## src/rtl/spi_chain_pkg.sv

```systemverilog
package spi_chain_pkg;
  localparam int STATUS_BITS = 24;
  localparam int CH_WORD_BITS = 16;

  function automatic int frame_width(input int n_ch, input int st_w, input int w_w);
    return st_w + n_ch * w_w;
  endfunction
endpackage

```

## src/rtl/bit_sync.sv

```systemverilog
module bit_sync #(
  parameter int W = 1,
  parameter int STAGES = 2,
  parameter logic [W-1:0] RST_VAL = '0
) (
  input  logic         clk,
  input  logic         rst,
  input  logic [W-1:0] d,
  output logic [W-1:0] q
);
  logic [W-1:0] stage_q [STAGES];

  generate
    for (genvar i = 0; i < STAGES; i++) begin : g_stage
      always_ff @(posedge clk) begin
        if (rst) stage_q[i] <= RST_VAL;
        else if (i == 0) stage_q[i] <= d;
        else stage_q[i] <= stage_q[(i == 0) ? 0 : i-1];
      end
    end
  endgenerate

  assign q = stage_q[STAGES-1];
endmodule

```

## src/rtl/sclk_edge.sv

```systemverilog
module sclk_edge (
  input  logic clk,
  input  logic rst,
  input  logic sclk_s,
  output logic rise_evt,
  output logic fall_evt
);
  logic prev_q;

  always_ff @(posedge clk) begin
    if (rst) prev_q <= 1'b0;
    else prev_q <= sclk_s;
  end

  assign rise_evt = sclk_s & ~prev_q;
  assign fall_evt = ~sclk_s & prev_q;
endmodule

```

## src/rtl/chain_fwd.sv

```systemverilog
module chain_fwd (
  input  logic clk,
  input  logic rst,
  input  logic cs_s,
  input  logic fall_evt,
  input  logic chain_s,
  output logic fwd_bit
);
  always_ff @(posedge clk) begin
    if (rst || cs_s) fwd_bit <= 1'b0;
    else if (fall_evt) fwd_bit <= chain_s;
  end
endmodule

```

## src/rtl/frame_shifter.sv

```systemverilog
module frame_shifter #(
  parameter int FRAME_W = 88,
  parameter int CNT_W = 7
) (
  input  logic               clk,
  input  logic               rst,
  input  logic               chain_mode,
  input  logic               cs_s,
  input  logic               rise_evt,
  input  logic               data_rdy,
  input  logic [FRAME_W-1:0] frame_in,
  input  logic               fwd_bit,
  output logic               dout,
  output logic               dout_oe,
  output logic [CNT_W-1:0]   bit_cnt
);
  localparam logic [CNT_W-1:0] LAST = CNT_W'(FRAME_W - 1);

  logic [FRAME_W-1:0] frame_q;
  logic [FRAME_W-1:0] shreg;

  always_ff @(posedge clk) begin
    if (rst) begin
      frame_q <= '0;
      shreg   <= '0;
      bit_cnt <= '0;
      dout    <= 1'b0;
      dout_oe <= 1'b0;
    end else begin
      dout_oe <= ~cs_s;
      if (data_rdy && cs_s) frame_q <= frame_in;
      if (cs_s) begin
        shreg   <= frame_q;
        bit_cnt <= '0;
        dout    <= 1'b0;
      end else if (rise_evt) begin
        dout <= shreg[FRAME_W-1];
        if (bit_cnt == LAST && !chain_mode) begin
          shreg   <= frame_q;
          bit_cnt <= '0;
        end else begin
          shreg <= {shreg[FRAME_W-2:0], fwd_bit};
          if (bit_cnt != LAST) bit_cnt <= bit_cnt + 1'b1;
        end
      end
    end
  end
endmodule

```

## src/rtl/spi_chain_readout.sv

```systemverilog
module spi_chain_readout #(
  parameter int N_CH = 4,
  parameter int SYNC_STAGES = 2,
  localparam int FRAME_W = spi_chain_pkg::frame_width(N_CH, spi_chain_pkg::STATUS_BITS,
                                                      spi_chain_pkg::CH_WORD_BITS)
) (
  input  logic               clk,
  input  logic               rst,
  input  logic               chain_mode,
  input  logic               data_rdy,
  input  logic [FRAME_W-1:0] frame_in,
  input  logic               sclk,
  input  logic               cs_n,
  input  logic               chain_in,
  output logic               dout,
  output logic               dout_oe
);
  localparam int CNT_W = $clog2(FRAME_W);

  logic [2:0] raw_in, sync_out;
  logic sclk_s, cs_s, chain_s;
  logic rise_evt, fall_evt, fwd_bit;
  logic [CNT_W-1:0] bit_cnt;

  assign raw_in = {cs_n, sclk, chain_in};
  assign {cs_s, sclk_s, chain_s} = sync_out;

  bit_sync #(.W(3), .STAGES(SYNC_STAGES), .RST_VAL(3'b100)) u_sync (
    .clk(clk), .rst(rst), .d(raw_in), .q(sync_out)
  );

  sclk_edge u_edge (
    .clk(clk), .rst(rst), .sclk_s(sclk_s), .rise_evt(rise_evt), .fall_evt(fall_evt)
  );

  chain_fwd u_fwd (
    .clk(clk), .rst(rst), .cs_s(cs_s), .fall_evt(fall_evt), .chain_s(chain_s),
    .fwd_bit(fwd_bit)
  );

  frame_shifter #(.FRAME_W(FRAME_W), .CNT_W(CNT_W)) u_shift (
    .clk(clk), .rst(rst), .chain_mode(chain_mode), .cs_s(cs_s), .rise_evt(rise_evt),
    .data_rdy(data_rdy), .frame_in(frame_in), .fwd_bit(fwd_bit),
    .dout(dout), .dout_oe(dout_oe), .bit_cnt(bit_cnt)
  );
endmodule

```

## config.mk

```make
export PLATFORM = sky130hd
export DESIGN_NAME = spi_chain_readout
export DESIGN_NICKNAME = d
export VERILOG_FILES = /design/src/rtl/spi_chain_pkg.sv /design/src/rtl/bit_sync.sv /design/src/rtl/sclk_edge.sv /design/src/rtl/chain_fwd.sv /design/src/rtl/frame_shifter.sv /design/src/rtl/spi_chain_readout.sv
export SDC_FILE = /design/constraint.sdc
export NUM_CORES = 1
export LEC_CHECK = 0
export BUFFER_PORTS_ARGS = -buffer_cell sky130_fd_sc_hd__buf_2
export CAP_MARGIN = 20
export CORE_MARGIN = 1.5
export CORE_UTILIZATION = 45
export DETAILED_ROUTE_END_ITERATION = 8
export PLACE_DENSITY = 0.64
export SLEW_MARGIN = 5
export SYNTH_ARGS = -nofsm -noshare
export SYNTH_HDL_FRONTEND = slang
export SYNTH_SLANG_ARGS = --single-unit
```

## constraint.sdc

```tcl
create_clock -name clk -period 2.3 [get_ports clk]
set_input_delay 0.115 -clock clk [delete_from_list [all_inputs] [get_ports clk]]
set_output_delay 0.115 -clock clk [all_outputs]
set_load 0.05 [all_outputs]
```

* Word-level counts from Yosys, hierarchy flattened
Memories as Yosys holds them, arrays and structs flattened. Index checks and enable logic that the tools add are counted.
Operators by class: add/subtract/negate cells 1, multipliers 0, divide/modulo/power cells 0, $lt $le $gt $ge 0, equal/unequal tests 2, shift operators 0, multiplexer cells 10, bitwise operators 7, reduce and logical (&&, ||, !) cells 8
Operators by type and width (count):
- $mux W88 | 3
- $mux W7 | 2
- $add A7 B1 Y7 const B | 1
- $eq A7 B7 Y1 const B | 1
- $ne A7 B7 Y1 const B | 1
- $mux W3 | 2
- $reduce_bool A2 Y1 | 2
- $mux W1 | 3
- $not A1 Y1 | 3
- $and A1 B1 Y1 | 2
- $logic_and A1 B1 Y1 | 2
- $or A1 B1 Y1 | 2
- $reduce_and A2 Y1 | 1
- $reduce_or A2 Y1 | 1
- $logic_not A1 Y1 | 1
- $logic_or A1 B1 Y1 | 1
Storage, ports and cells: bits in registers 187, bits in latches 0, bits in writable memories 6, memory bits (read-only) 0, input bits 95, output and inout port bits 2, logic and storage cells 36, memories 1
Memory list:
- u_sync.stage_q | words 2, width 3, rd ports 2, clocked after memory_dff 0, write ports 2, line bit_sync.sv:11 | logic [W-1:0] stage_q [STAGES];

* Logic depth before layout (Yosys ltp)
Gate-level depths: netlist (run 1).
depth in word-level cells 5, depth in mapped cells 8, mapped depth without buffers 5

* By module
From an unflattened synthesis (run 1), not the netlist that was laid out.
Unflattened totals: cell total of the unflattened synthesis 759, area total of the unflattened synthesis 7048.0 um2
By module, submodules not included:
- frame_shifter | times used 1, cells an instance 740, area an instance 6811.5 um2, sequential area each 3703.6 um2
- bit_sync | times used 1, cells an instance 12, area an instance 157.7 um2, sequential area each 120.1 um2
- chain_fwd | times used 1, cells an instance 3, area an instance 40.0 um2, sequential area each 20.0 um2
- sclk_edge | times used 1, cells an instance 4, area an instance 38.8 um2, sequential area each 20.0 um2

* Worst setup path after synthesis (run 1)
No wires, ideal clock.
path type reg-to-reg, from register u_shift.bit_cnt[0], to register u_shift.shreg[80], library setup time 0.088 ns, arrival time 1.557 ns, required time 2.212 ns, setup slack 0.655 ns, stages on the path, launching flop included 9, path buffers 3, path through dfxtp_1 ha_1 nor3b_2 a21o_1 buf_6 buf_6 buf_6 nand2_1 a311oi_2
On the way: cells in the longest elaborated chain, start to end 5
Ends and longest elaborated chain:
- start, declared | line frame_shifter.sv:15 | output logic [CNT_W-1:0] bit_cnt
- start signal, assigned | line frame_shifter.sv:43 | if (bit_cnt != LAST) bit_cnt <= bit_cnt + 1'b1;
- $eq A7 B7 Y1 | line frame_shifter.sv:38 | if (bit_cnt == LAST && !chain_mode) begin
- $logic_and A1 B1 Y1 | line frame_shifter.sv:38
- $mux W88 | line frame_shifter.sv:38
- $mux W88 | line frame_shifter.sv:36 | end else if (rise_evt) begin
- $mux W88 | line frame_shifter.sv:32 | if (cs_s) begin
- end signal, assigned | line frame_shifter.sv:33 | shreg <= frame_q;
- end signal, assigned | line frame_shifter.sv:39 | shreg <= frame_q;
- end signal, assigned | line frame_shifter.sv:42 | shreg <= {shreg[FRAME_W-2:0], fwd_bit};
- end, declared | line frame_shifter.sv:20 | logic [FRAME_W-1:0] shreg;
Every way passes these cells. The select of a mux whose other input is x is not followed. A chain may end at the register's enable or synchronous reset.

* Worst setup path in the final report (run 1)
from register u_shift.bit_cnt[0], to register u_shift.shreg[31]
The elaborated chain is that of the path after synthesis.

==> qor.yml, run 1 <==
status: "completed"
tns_ps: 0
ant_nets: 0
fin_nets: 1178
drt_iter0_markers: 352
yosysWarnings: 0
power_density_mw_per_mm2: 759
arrival_ps: 2270
grt.total_usage: 0.194
core_mm2: 0.0165
synth_seq_cells: 193
setup_viol: 0
syn_area_per_cell_um2: 8.00
vias: 6549
numCtsBuffers: 17
min_path_type: "in -> reg"
pre_cts_ws_ps: 347
cts_resized: 0
die_y_um: 132
start_util: 0.456
synth_top_area_frac: 0.515
drc: 0
min_period_ps: 1940
via_per_inst: 4.98
crit_fanout: 24
worst_ep_required_time_ps: 2630
cts.sinks: 193
postCtsSetupBuffers: 0
ios: 97
hold_violations: 0
area_growth_pct: 29.2
antenna_cells: 0
max-cap-violations: 0
cts_tree: "yes"
power_leakage_nw: 3.84
insertion_delay_ps: 430
synth_largest_area_cell: "dfxtp_1"
crit_path_end_kind: "flop"
drive_gt1_frac: 0.147
grt_pass1_vias: 5929
cts_root_buf: "clkbuf_16"
synthCells: 939
vdd_ir_drop_max_v: 0.000537
slew_violations: 0
tightest_slew_ps: 772
fin_worst_skew_ps: 13.3
grt_overflow: 0
path_class: "reg -> reg"
dp_cells: 1192
netlist_area_mm2: 0.00751
crit_path_start_kind: "flop"
synth_nets: 1035
synthTopCellsByArea: "dfxtp_1 (51%), nand2_1 (18%), a311oi_1 (9.2%), a21oi_1 (5.9%), nor2_1 (4.7%)"
max_freq_mhz: 515
total_power_w: 0.00737
instances_no_fill: 1314
numPortBuffers: 96
synth_seq_area_share: 0.515
gp_congestion: 0.733
dieArea_mm2: 0.0175
routedWlPerCell_um: 12.6
wirelength_um: 16500
cts_max_level: 4
min_period_over_period: 0.845
antenna_found_initial: 0
yosysUniqueCellTypes: 34
final.setup.worst_slack_ps: 357
grt_setup_unrepaired: "false"
hold_ws_ps: 194
ctsHoldBuffers: 91
relSlewSlack: 0.486
die_w_um: 132
path_clk_slew_ps: 60
hpwl_um: 9590
firstDrtPassIters: 7
grt_pass1_wl_um: 27900
clk_path_buf_depth: 2
std_cell_rows: 47
grt_start_max_net_pins: 100
## per-stage QoR
| stage | area, um2 | util |
|---|---|---|
| global placement | 8180 | 0.497 |
| finish | 9700 | 0.589 |
| CTS | 9700 | 0.589 |
| floorplan | 7510 | - |
| detailed placement | 8180 | 0.497 |
| global route | 9700 | 0.589 |
## routing by layer
metal	track usage	share of wire	wire length [um]
met1	0.258	0.49	8120
met3	0.0438	0.038	624
met5	0	0	0
met4	0.0495	0.0078	129
met2	0.320	0.46	7640
## Yosys cell counts (all sizes together)
cell type and number:
o21ai 1, ha 1, a21o 2, nand2b 2, or2 2, xor2 3
buf 26, and3 1, nand2 354, nor3 4, mux2i 3, nand4b 1
o211ai 2, nor3b 1, nand3 2, nor2b 6, clkbuf 54, inv 1
dfxtp 193, and4b 2, a311oi 89, and2 1, a21oi 90, xnor2 1
nor2 94, nand3b 1, and3b 1, o21bai 1
## cells in the final DEF, fill, tap and decap left out, types with 2 or more instances in the layout
cell type,n
nand2_1,353
dfxtp_1,193
buf_2,95
nor2_1,94
dlygate4sd3_1,91
a21oi_1,89
a311oi_1,79
clkbuf_16,17
a311oi_2,10
buf_12,10
buf_4,7
nor2b_1,6
nor3_1,4
clkbuf_8,4
xor2_1,3
mux2i_1,3
bufinv_16,3
nand3_1,2
o211ai_1,2
or2_2,2
clkinv_2,2
clkbuf_1,2
## path summary, 6_finish.rpt
| check | start | endpoint | slack (ps) | cells after the start |
|---|---|---|---|---|
| hold reg to reg | u_sync.stage_q[0][2] | u_sync.stage_q[1][2] | 450 | 1 |
| setup reg to reg | u_shift.bit_cnt[0] | u_shift.shreg[31] | 360 | 6 |
| setup / recovery | u_shift.bit_cnt[0] | u_shift.shreg[31] | 360 | 6 |
| hold / removal | chain_mode | u_shift.bit_cnt[2] | 190 | 5 |
## power breakdown
part           switching, W  leakage [nW]  total (W)  internal, W
clock network       0.00123         0.300    0.00306      0.00183
logic              0.000355          1.96   0.000690     0.000336
registers         0.0000942          1.58    0.00362      0.00353
total               0.00168          3.84    0.00737      0.00569
## state kept, by name, indices dropped and copies added, names as in the netlist
register	flops
u_shift.bit_cnt	7
u_sync.stage_q	6
u_fwd.fwd_bit	1
u_shift.dout	1
u_shift.dout_oe	1
u_shift.frame_q	88
u_edge.prev_q	1
u_shift.shreg	88
## worst max-delay path, cell delays in order (launching register included)
cell	delay (ps)
dfxtp_1	370
ha_1	220
nor3b_2	320
a21o_4	370
buf_12	210
nand2_1	80
a311oi_1	260
## layout make-up
cell class                 instances  area (um2)
fill                            1520        6760
sequential                       193        3860
multi-input combinational        665        3300
timing repair buffer             204        1650
clock buffer                      23         488
tap                              220         275
clock inverter                     8         125
inverter                           1        3.75
## cells by family after synthesis
logic type,count (synthesis),synth area share
AOI/OAI and AO/OA,185,0.179
DFF,193,0.515
buffers and inverters,81,0.0497
and+or+nand+nor,472,0.246
muxes,3,0.00400
xor gates and xnor gates,4,0.00467
adders and majority gates,1,0.00167
(Power assumes the default switching activity.)
==> inputs of run 2 (changes only) <==
--- a/config.mk
+++ b/config.mk
@@ -10,7 +10,7 @@
 export CORE_MARGIN = 1.5
 export CORE_UTILIZATION = 45
 export DETAILED_ROUTE_END_ITERATION = 8
-export PLACE_DENSITY = 0.64
+export PLACE_DENSITY = 0.66
 export SLEW_MARGIN = 5
 export SYNTH_ARGS = -nofsm -noshare
 export SYNTH_HDL_FRONTEND = slang
==> constraint.sdc (replaced) <==
create_clock -name clk -period 1.65 [get_ports clk]
set_input_delay 0.0825 -clock clk [delete_from_list [all_inputs] [get_ports clk]]
set_output_delay 0.0825 -clock clk [all_outputs]
set_load 0.05 [all_outputs]
==> qor.yml, run 2 (synthesis results as in run 1) <==
vdd_ir_drop_max_v: 0.000729
grt_pass1_vias: 6135
seqPwrFrac: 0.494
mostFrequentLayoutCells: "nand2_1 (339), dfxtp_1 (189), buf_2 (95), nor2_1 (94), dlygate4sd3_1 (91)"
area_growth_pct: 38.1
min_period_ps: 1670
tightest_slew_ps: 505
cts_tree: "yes"
slowest_delay_ps: 350
worst_ep_required_time_ps: 1980
comb_power_share: 0.111
violations: "setup timing"
relSlewSlack: 0.663
max_freq_mhz: 598
path_clk_slew_ps: 70
min_period_over_period: 1.01
clk_path_buf_depth: 2
min_path_type: "in -> reg"
grt.total_usage: 0.197
grt_setup_unrepaired: "true"
hold_violations: 0
critPathTopFamily: "compound AO/OA/AOI/OAI gates"
via_per_inst: 5.16
core_mm2: 0.0165
hold_ws_ps: 78.2
p_sw_w: 0.00249
drc: 0
reg2reg_slack_ps: -20
std_cell_rows: 47
firstDrtPassIters: 5
slowest_stage: "dfxtp_2"
grt_start_max_net_pins: 89
vias: 6895
path_class: "reg -> reg"
reg.largest.list: "u_shift.frame_q: 88 flops, u_shift.shreg: 88 flops, u_shift.bit_cnt: 7 flops"
crit_path_start_kind: "flop"
ant_nets: 0
wirelength_um: 18700
cts_root_buf: "clkbuf_16"
power_density_mw_per_mm2: 987
gp_congestion: 0.738
numCtsBuffers: 17
grt_pass1_wl_um: 28600
cts_max_level: 4
max-cap-violations: 0
fin_nets: 1197
swShare: 0.244
insertion_delay_ps: 430
die_y_um: 132
p_int_w: 0.00774
power_leakage_nw: 4.07
p_clk_frac: 0.395
hpwl_um: 9820
numPortBuffers: 96
fin_worst_skew_ps: 7.92
cts.sinks: 193
setup_viol: 2
final_common_cell: "nand2_1"
status: "finished with violations"
start_util: 0.456
arrival_ps: 2000
slew_violations: 0
crit_buf_inv: 1
die_w_um: 132
ios: 97
routedWlPerCell_um: 14.0
crit_path_end_kind: "flop"
final.setup.worst_slack_ps: -22.7
crit_fanout: 7
drt_iter0_markers: 372
antenna_found_initial: 1
dieArea_mm2: 0.0175
drive_gt1_frac: 0.214
path_cells: "ha_4 > nor3b_4 > a21o_4 > clkbuf_16 > nand2_2 > a311oi_2"
final_util: 0.630
grt_overflow: 0
==> run 2: cell types whose count changed in the layout (fill, tap and decap cells not counted), sizes merged <==
cell / change
clkbuf: +7
inv: +1
clkinvlp: -1
diode: +1
bufinv: -2
a21o: +1
buf: +10
clkinv: +4
==> run 2: final cells by class <==
| cell class | instances | area [um2] |
|---|---|---|
| Multi-Input combinational cell | 666 | 3610 |
| Inverter | 1 | 3.75 |
| Antenna cell | 1 | 2.50 |
| Clock buffer | 22 | 484 |
| Clock inverter | 10 | 100 |
| Fill cell | 1411 | 6100 |
| Sequential cell | 193 | 3870 |
| Tap cell | 220 | 275 |
| Timing Repair Buffer | 222 | 2020 |
==> run 2: timing repair <==
item / 4_1_cts / 5_1_grt
setup buffers: 0 / 2
gates resized for setup: 4 / 64
pin swaps: 2 / 13
hold buffers: 91 / 0
endpoints found under the hold margin: 91 / 0
endpoints found under the setup margin: 42 / 100
cloned: 0 / 10
==> run 2: worst paths after layout <==
| kind | startpoint | end | cells after the start |
|---|---|---|---|
| worst max-delay path | u_shift.bit_cnt[0] | u_shift.shreg[30] | 6 |
| worst min-delay path | rst | u_shift.frame_q[50] | 2 |
| worst max register to register | u_shift.bit_cnt[0] | u_shift.shreg[30] | 6 |
| worst min register to register | u_sync.stage_q[0][2] | u_sync.stage_q[1][2] | 1 |
==> run 2: metal layers <==
layer / share of wire / global-route usage / wire (um) / vias to the layer above
li1: - / - / - / 3498
met1: 0.46 / 0.261 / 8610 / 3228
met2: 0.49 / 0.324 / 9090 / 145
met3: 0.038 / 0.0408 / 707 / 24
met4: 0.016 / 0.0592 / 306 / 0
met5: 0 / 0 / 0 / -
==> run 2: power by group through the flow <==
stage | Clock [W] | Sequential [W] | Combinational (W)
after floorplan | 0 | 0.00511 | 0.000549
after global placement | 0 | 0.00515 | 0.000806
after detailed placement | 0 | 0.00515 | 0.000826
after CTS | 0.00412 | 0.00505 | 0.000996
after global routing | 0.00430 | 0.00508 | 0.00125
final | 0.00404 | 0.00506 | 0.00113
==> run 2: stage by stage <==
| stage | cell area [um2] | power [W] | setup TNS (ps) | worst slack, ps | std cells |
|---|---|---|---|---|---|
| final | 10400 | 0.0102 | -35.6 | -22.7 | 1335 |
| after global placement | 8280 | 0.00596 | 0 | 46.7 | 1199 |
| after floorplan | 7510 | 0.00566 | 0 | 4.58 | 939 |
| after global routing | 10400 | 0.0106 | -3270 | -122 | 1335 |
| after CTS | 9800 | 0.0102 | 0 | 1.79 | 1322 |
| after detailed placement | 8280 | 0.00598 | -151 | -37.6 | 1199 |
